==> src/rtl/tagged_tlb.sv <==
module tagged_tlb #(
  parameter int ENTRIES = 8,
  parameter int VPN_W   = 20,
  parameter int PFN_W   = 16,
  parameter int PID_W   = 8
) (
  input  logic             clk,
  input  logic             rst_n,
  input  logic             lk_req,
  input  logic [VPN_W-1:0] lk_vpn,
  input  logic [PID_W-1:0] lk_pid,
  input  logic             lk_kernel,
  input  logic             lk_write,
  output logic             rsp_valid,
  output logic             rsp_hit,
  output logic             rsp_miss,
  output logic             rsp_fault,
  output logic [PFN_W-1:0] rsp_pfn,
  output logic             rsp_cacheable,
  output logic             rsp_dirty,
  input  logic             fill_en,
  input  logic [VPN_W-1:0] fill_vpn,
  input  logic [PID_W-1:0] fill_pid,
  input  logic [PFN_W-1:0] fill_pfn,
  input  logic [1:0]       fill_kperm,
  input  logic [1:0]       fill_uperm,
  input  logic             fill_cacheable,
  input  logic             inv_en,
  input  logic [1:0]       inv_kind,
  input  logic [VPN_W-1:0] inv_vpn,
  input  logic [PID_W-1:0] inv_pid
);
  localparam int IW = (ENTRIES > 1) ? $clog2(ENTRIES) : 1;
  localparam logic [IW-1:0] OLDEST = IW'(ENTRIES - 1);

  logic [ENTRIES-1:0] e_val, e_mod, e_cch;
  logic [VPN_W-1:0]   e_vpn [ENTRIES];
  logic [PID_W-1:0]   e_pid [ENTRIES];
  logic [PFN_W-1:0]   e_pfn [ENTRIES];
  logic [1:0]         e_kp  [ENTRIES];
  logic [1:0]         e_up  [ENTRIES];
  logic [IW-1:0]      e_age [ENTRIES];

  logic [ENTRIES-1:0] lk_match, f_match, kill;
  logic [IW-1:0]      hit_idx, f_idx, free_idx, lru_idx, victim, touch_idx;
  logic               any_free;

  always_comb begin
    hit_idx = '0; f_idx = '0; free_idx = '0; lru_idx = '0; any_free = 1'b0;
    for (int i = ENTRIES - 1; i >= 0; i--) begin
      lk_match[i] = e_val[i] && e_vpn[i] == lk_vpn && e_pid[i] == lk_pid;
      f_match[i]  = e_val[i] && e_vpn[i] == fill_vpn && e_pid[i] == fill_pid;
      kill[i]     = inv_en && (inv_kind[1] || (e_pid[i] == inv_pid &&
                    (inv_kind[0] || e_vpn[i] == inv_vpn)));
      if (lk_match[i]) hit_idx = IW'(i);
      if (f_match[i]) f_idx = IW'(i);
      if (!e_val[i]) begin free_idx = IW'(i); any_free = 1'b1; end
      if (e_age[i] == OLDEST) lru_idx = IW'(i);
    end
  end

  wire       lk_any  = |lk_match;
  wire [1:0] perm    = lk_kernel ? e_kp[hit_idx] : e_up[hit_idx];
  wire       allowed = lk_write ? perm[1] : |perm;
  wire       lk_ok   = lk_req && lk_any && allowed;

  assign victim    = (|f_match) ? f_idx : (any_free ? free_idx : lru_idx);
  assign touch_idx = fill_en ? victim : hit_idx;
  wire   touch_en  = fill_en || lk_ok;
  wire [IW-1:0] touch_age = e_age[touch_idx];

  always_ff @(posedge clk) begin
    if (!rst_n) begin
      e_val <= '0;
      e_mod <= '0;
      for (int i = 0; i < ENTRIES; i++) e_age[i] <= IW'(i);
    end else begin
      for (int i = 0; i < ENTRIES; i++) begin
        if (fill_en && victim == IW'(i)) begin
          e_val[i] <= 1'b1;
          e_mod[i] <= 1'b0;
          e_cch[i] <= fill_cacheable;
          e_vpn[i] <= fill_vpn;
          e_pid[i] <= fill_pid;
          e_pfn[i] <= fill_pfn;
          e_kp[i]  <= fill_kperm;
          e_up[i]  <= fill_uperm;
        end else begin
          if (kill[i]) e_val[i] <= 1'b0;
          if (lk_ok && lk_write && hit_idx == IW'(i)) e_mod[i] <= 1'b1;
        end
        if (touch_en) begin
          if (touch_idx == IW'(i)) e_age[i] <= '0;
          else if (e_age[i] < touch_age) e_age[i] <= e_age[i] + 1'b1;
        end
      end
    end
  end

  always_ff @(posedge clk) begin
    if (!rst_n) begin
      rsp_valid <= 1'b0; rsp_hit <= 1'b0; rsp_miss <= 1'b0; rsp_fault <= 1'b0;
      rsp_pfn <= '0; rsp_cacheable <= 1'b0; rsp_dirty <= 1'b0;
    end else begin
      rsp_valid     <= lk_req;
      rsp_hit       <= lk_ok;
      rsp_miss      <= lk_req && !lk_any;
      rsp_fault     <= lk_req && lk_any && !allowed;
      rsp_pfn       <= lk_ok ? e_pfn[hit_idx] : '0;
      rsp_cacheable <= lk_ok && e_cch[hit_idx];
      rsp_dirty     <= lk_ok && (e_mod[hit_idx] || lk_write);
    end
  end

  logic dup;
  always_comb begin
    dup = 1'b0;
    for (int i = 0; i < ENTRIES; i++)
      for (int j = i + 1; j < ENTRIES; j++)
        if (e_val[i] && e_val[j] && e_vpn[i] == e_vpn[j] && e_pid[i] == e_pid[j])
          dup = 1'b1;
  end

  p_resp_follows_req_r2: assert property (@(posedge clk) disable iff (!rst_n)
    lk_req |=> rsp_valid);
  p_no_resp_idle_r2: assert property (@(posedge clk) disable iff (!rst_n)
    !lk_req |=> !rsp_valid);
  p_one_outcome_r2: assert property (@(posedge clk) disable iff (!rst_n)
    rsp_valid |-> $onehot({rsp_hit, rsp_miss, rsp_fault}));
  p_fault_no_frame_r4: assert property (@(posedge clk) disable iff (!rst_n)
    rsp_fault |-> rsp_pfn == '0);
  p_no_duplicate_r6: assert property (@(posedge clk) disable iff (!rst_n)
    !dup);
  p_full_flush_r11: assert property (@(posedge clk) disable iff (!rst_n)
    (inv_en && inv_kind[1] && !fill_en) |=> e_val == '0);
endmodule

==> config.mk <==
export PLATFORM = sky130hd
export DESIGN_NAME = tagged_tlb
export DESIGN_NICKNAME = d
export VERILOG_FILES = /design/src/rtl/tagged_tlb.sv
export SDC_FILE = /design/constraint.sdc
export NUM_CORES = 1
export LEC_CHECK = 0
export CAP_MARGIN = 20
export CORE_MARGIN = 4
export CORE_UTILIZATION = 41
export CTS_CLUSTER_SIZE = 20
export DETAILED_ROUTE_END_ITERATION = 10
export PLACE_DENSITY = 0.61
export SLEW_MARGIN = 20
export SYNTH_ARGS = -nofsm -noshare
export SYNTH_HDL_FRONTEND = slang
export SYNTH_SLANG_ARGS = --single-unit
==> constraint.sdc <==
create_clock -name clk -period 9.55 [get_ports clk]
set_input_delay 1.91 -clock clk [delete_from_list [all_inputs] [get_ports clk]]
set_output_delay 1.91 -clock clk [all_outputs]
set_load 0.02 [all_outputs]
==> results_dict.tcl, run 1 <==
set metrics [dict create \
    final_cells 3424 \
    cts_setup_buffers 0 \
    port_buffers 135 \
    syn_nets 2527 \
    nets 2674 \
    wirelength_um 121000 \
    synth_top_area_share 0.473 \
    crit_path_end_kind "flip-flop" \
    first_pass_iters 6 \
    cts-hold-fix-buffers 0 \
    synth.most_common_cell "xnor2_1" \
    final-seq-area_um2 13300 \
    path_cells "clkdlybuf4s50_1, xnor2_1, nand4_1, nor4_1, nand4_1, and4b_1, a22oi_1, a21oi_1, nor2_1, o22ai_1, nor4_1, a21oi_1, ha_1, nor2_1, and2_1, a41oi_1, a21oi_1, nor2_1, nor2_1" \
    synth_flop_cell "edfxtp_1" \
    yosys_warnings 0 \
    routabilityCongestion 1.03 \
    clk_path_buf_depth 3 \
    overflow 0 \
    tightest_slew_ps 1200 \
    std_cell_rows 92 \
    hold_class "flip-flop to flip-flop" \
    max_stage_delay_ps 970 \
    clk_latency_ps 640 \
    cap_viol_max_count 0 \
    worst-path-buf-inv 1 \
    via_per_inst 6.31 \
    yosysTopAreaCell "edfxtp_1" \
    drt_iter0_drc 3458 \
    p_leak_nw 9.68 \
    fin_util 0.485 \
    dieArea_um2 68600 \
    ys_types 85 \
    drc 0 \
    start_kind "primary input" \
    syn2layout_area_growth_pct 16.3 \
    synthesis.area_um2 26400 \
    fillers 5747 \
    multi_input_area_um2 12600 \
    hold_viol_final 0 \
    yosys-top-cells-area "edfxtp_1 (47%), xnor2_1 (17%), xor2_1 (5.6%), nand4_1 (4.7%), nand2_1 (3.2%)" \
    finish.instance_area_um2 30700 \
    synth_cells 2389 \
    cts_num_sinks 454 \
    clk_root_buffer_cell "clkbuf_16" \
    cpLargestDelayFamily "simple AND/OR/NAND/NOR gates" \
    ctsResizeCount 0 \
    postPlaceCellArea_um2 29000 \
    ir_worst_vdd_mv 0.160 \
    cellPowerDensity_nw_per_um2 160 \
    die_h_um 262 \
    rsz0062_at_grt "no" \
    hpwl_um 89900 \
    crit_type "primary input to flip-flop" \
    setup_viol 0 \
    final.setup.tns_ps 0 \
    start_util 0.417 \
    cts_tree "yes" \
    cp.arrival_ps 7830 \
    crit_slowest_cell "clkdlybuf4s50_1" \
    synth_area_per_cell_um2 11.1 \
    vias 21605 \
    tritoncts.num_buffers 51 \
    drive_above_1_share 0.0939 \
    worstPathMaxFanout 11 \
    max-slew-margin-rel 0.201 \
    grt_max_degree 70 \
    clk_pin_slew_worst_paths_ps 60 \
    wl_per_cell_um 35.3 \
    synth_seq_area_share 0.501 \
    period_minus_slack_ps 7520 \
    antenna_found_initial 6 \
    post-route-period-util 0.787 \
    crit_required_ps 9860 \
    synth_seq_cells 454 \
    die_w_um 262 \
    ioPinCount 136 \
    synth_common_cells "xnor2_1 (501), edfxtp_1 (416), nand2_1 (224), nand4_1 (198), xor2_1 (169)" \
    core_um2 63400 \
    report.final.slew_viol_count 0 \
    worst_path_most_repeated_cell "nor2_1" \
    drtAntennaViolNets 0 \
    grt_usage 0.344 \
    synthArstFlopShare 0 \
    finClkSkew_ps 19.7 \
    grt_pass1_vias 20287 \
    status "finished, final reports clean" \
    synth_edf_count 416 \
    fmax_ghz 0.133 \
    h-tree-depth 2 \
    dpl.cell_count 3329 \
    grt_pass1_wl_um 164000 \
]
cell families (layout without fill, tap and decap cells):
family / after synthesis / count (layout) / share of synthesized area
simple gates: 858 / 858 / 0.175
xor+xnor: 670 / 670 / 0.222
flops: 454 / 454 / 0.501
compound gates: 217 / 217 / 0.0610
buf+inv: 160 / 347 / 0.0273
fa+ha+maj: 24 / 24 / 0.0114
mux: 6 / 6 / 0.00227
other cells: 0 / 2 / 0
flip-flops by register name, summed over array words and instances, names as in the netlist, 16 cells and up:
register,count
rsp_pfn,16
e_pid,64
e_kp,16
e_up,16
e_age,24
e_pfn,128
e_vpn,160
metal layers:
layer  wire length (um)  track usage  vias up
met1              52800        0.506    10915
met4               3970       0.0923        2
met2              49500        0.491     1410
li1                   -            -     9079
met3              14400        0.107      199
met5                 13            0        -
cell usage in the layout (no fill, tap or decap), types with 13 or more instances in the layout:
cell and n:
xnor2_1 501, edfxtp_1 416, nand2_1 224, nand4_1 198, xor2_1 169, clkdlybuf4s50_1 131, nand3_1 126, buf_4 87
nor4_1 86, clkbuf_16 51, nor2_1 44, nor3_1 42, dfxtp_1 38, o21ai_0 29, inv_1 28, a21oi_1 26
ha_1 24, a31oi_1 17, or2_2 15, and3_1 15, and4_1 14, o211ai_1 14, clkbuf_1 14, and2_1 13
nor3b_1 13, nand2b_1 13
area by class of cell:
class	instances	area share
clock inverters	22	0.00920
diodes	2	0.000163
multi-input cells	1775	0.409
clock buffers	71	0.0459
inverters	29	0.00354
repair buffers	225	0.0665
flip-flops and latches	454	0.431
well taps	846	0.0344
stage by stage:
step | total power, mW | hold WS (ps) | setup WS [ps]
floorplan | 2.63 | 496 | 3340
global route | 5.05 | 551 | 1920
detailed placement | 2.93 | 515 | 1580
global placement | 2.93 | 513 | 1430
CTS | 4.92 | 536 | 2240
finish | 4.91 | 539 | 2030
worst paths after layout:
kind | to | cells after the start | slack, ps | startpoint
worst min register to register | e_mod[7]$_SDFFE_PP0P_ | 1 | 540 | e_mod[7]$_SDFFE_PP0P_
worst min-delay path | e_mod[7]$_SDFFE_PP0P_ | 1 | 540 | e_mod[7]$_SDFFE_PP0P_
worst max register to register | e_age[1][0]$_SDFFCE_PN1P_ | 15 | 3640 | e_vpn[1][13]$_DFFE_PP_
worst max-delay path | e_age[5][0]$_DFFE_PP_ | 19 | 2030 | fill_vpn[5]
power by group:
group	switching (mW)	internal, mW
clock	0.857	1.15
sequential	0.0465	2.21
combinational	0.427	0.228
total	1.33	3.58
(Power assumes the default switching activity.)
==> run 2: changes to the inputs <==
clock period = 7.1 ns   (was 9.55 ns; I/O delays follow)
==> results_dict.tcl, run 2 (synthesis gave the netlist of run 1 again) <==
set metrics [dict create \
    fmax_ghz 0.157 \
    ctsResizeCount 0 \
    antenna_found_initial 4 \
    finClkSkew_ps 39.1 \
    cellPowerDensity_nw_per_um2 211 \
    clk_path_buf_depth 3 \
    hpwl_um 90200 \
    layout_commonest_cell "xnor2_1" \
    top_regs "e_vpn: 160 flops, e_pfn: 128 flops, e_pid: 64 flops" \
    grt_max_degree 70 \
    die_w_um 262 \
    overflow 0 \
    cp.arrival_ps 6690 \
    drc 0 \
    grt_usage 0.341 \
    p_leak_nw 10.6 \
    ir_worst_vdd_mv 0.244 \
    ioPinCount 136 \
    clk_root_buffer_cell "clkbuf_16" \
    report.final.slew_viol_count 0 \
    drt_iter0_drc 3236 \
    syn2layout_area_growth_pct 22.2 \
    drtAntennaViolNets 0 \
    max-slew-margin-rel 0.306 \
    hold_ws_ps 535 \
    wirelength_um 119000 \
    setup_viol 0 \
    core_um2 63400 \
    crit_required_ps 7430 \
    h-tree-depth 2 \
    largest_reg_flops 160 \
    first_pass_iters 6 \
    finalPower_mw 6.83 \
    cts-hold-fix-buffers 0 \
    start_util 0.417 \
    drive_above_1_share 0.148 \
    die_h_um 262 \
    cts_setup_buffers 0 \
    hold_viol_final 0 \
    grt_pass1_wl_um 164000 \
    clk_pin_slew_worst_paths_ps 60 \
    crit_path_end_kind "flip-flop" \
    status "finished, final reports clean" \
    std_cell_rows 92 \
    postPlaceCellArea_um2 30500 \
    start_kind "primary input" \
    rsz0062_at_grt "no" \
    layout_common_cells "xnor2_1 (501), edfxtp_1 (416), nand2_1 (224), buf_4 (224), nand4_1 (198)" \
    tritoncts.num_buffers 52 \
    final.setup.tns_ps 0 \
    grt_pass1_vias 20716 \
    cts_num_sinks 454 \
    wl_per_cell_um 33.3 \
    diodes 0 \
    clk_latency_ps 640 \
    cts_tree "yes" \
    hold_class "flip-flop to flip-flop" \
    top_register "e_vpn" \
    vias 22002 \
    crit_type "primary input to flip-flop" \
    nets 2832 \
    period_minus_slack_ps 6370 \
    worstPathMaxFanout 23 \
    dieArea_um2 68600 \
    port_buffers 135 \
    tightest_slew_ps 1040 \
    via_per_inst 6.14 \
    routabilityCongestion 1.07 \
    post-route-period-util 0.897 \
    cap_viol_max_count 0 \
    finish.instance_area_um2 32300 \
]
run 2: cell types whose count changed in the layout (fill, tap and decap cells not counted), sizes merged:
cell	previous run	this run
clkinvlp	2	6
clkinv	17	12
clkbuf	71	69
inv	28	31
diode	2	0
bufinv	4	6
clkdlybuf4s50	131	135
buf	94	247
run 2: final timing paths:
path	startpoint	end	slack (ps)	cells after the start
setup / recovery	lk_pid[2]	e_age[1][0]$_SDFFCE_PN1P_	730	18
setup reg to reg	e_val[7]$_SDFFE_PN0P_	e_age[5][0]$_DFFE_PP_	1760	20
hold / removal	e_mod[2]$_SDFFE_PP0P_	e_mod[2]$_SDFFE_PP0P_	540	1
hold reg to reg	e_mod[2]$_SDFFE_PP0P_	e_mod[2]$_SDFFE_PP0P_	540	1
run 2: cell type report:
cell class              count  area (um^2)
flip-flops and latches    454        13300
clock inverters            26          382
repair buffers            382         3490
clock buffers              69         1460
multi-input cells        1775        12600
fillers                  5613        31100
well taps                 846         1060
inverters                  29          109
run 2: where the power goes:
part / internal, mW / switching, mW / total (mW)
clock: 1.68 / 1.18 / 2.85
combinational: 0.363 / 0.578 / 0.941
sequential: 2.97 / 0.0634 / 3.03
run 2: per-layer routing:
layer / routed length (um) / up-vias / global-route usage / share of wire
li1: - / 9399 / - / -
met1: 52800 / 11027 / 0.512 / 0.44
met2: 48700 / 1411 / 0.481 / 0.41
met3: 14800 / 163 / 0.110 / 0.12
met4: 2770 / 2 / 0.0695 / 0.023
met5: 13 / - / 0 / 0.00011
run 2: through the flow:
stage | cells | setup WS, ps | utilization
detailed placement | 3486 | 333 | 0.480
global route | 3581 | 638 | 0.509
floorplan | 2389 | 1380 | -
finish | 3581 | 734 | 0.509
global placement | 3486 | 348 | 0.480
CTS | 3581 | 977 | 0.509
run 2: critical path: stages:
cell             delay (ps)
clkdlybuf4s50_1         760
buf_4                   310
xnor2_1                 440
nand4_1                 170
nor4_1                  510
nand2_1                 300
a211o_1                 400
a21boi_2                180
buf_4                   370
o41ai_1                 160
buf_4                   170
a31oi_1                 220
a32oi_2                 300
o31ai_1                 300
nand2_1                 100
and4b_1                 190
nor3_1                  200
buf_4                   170
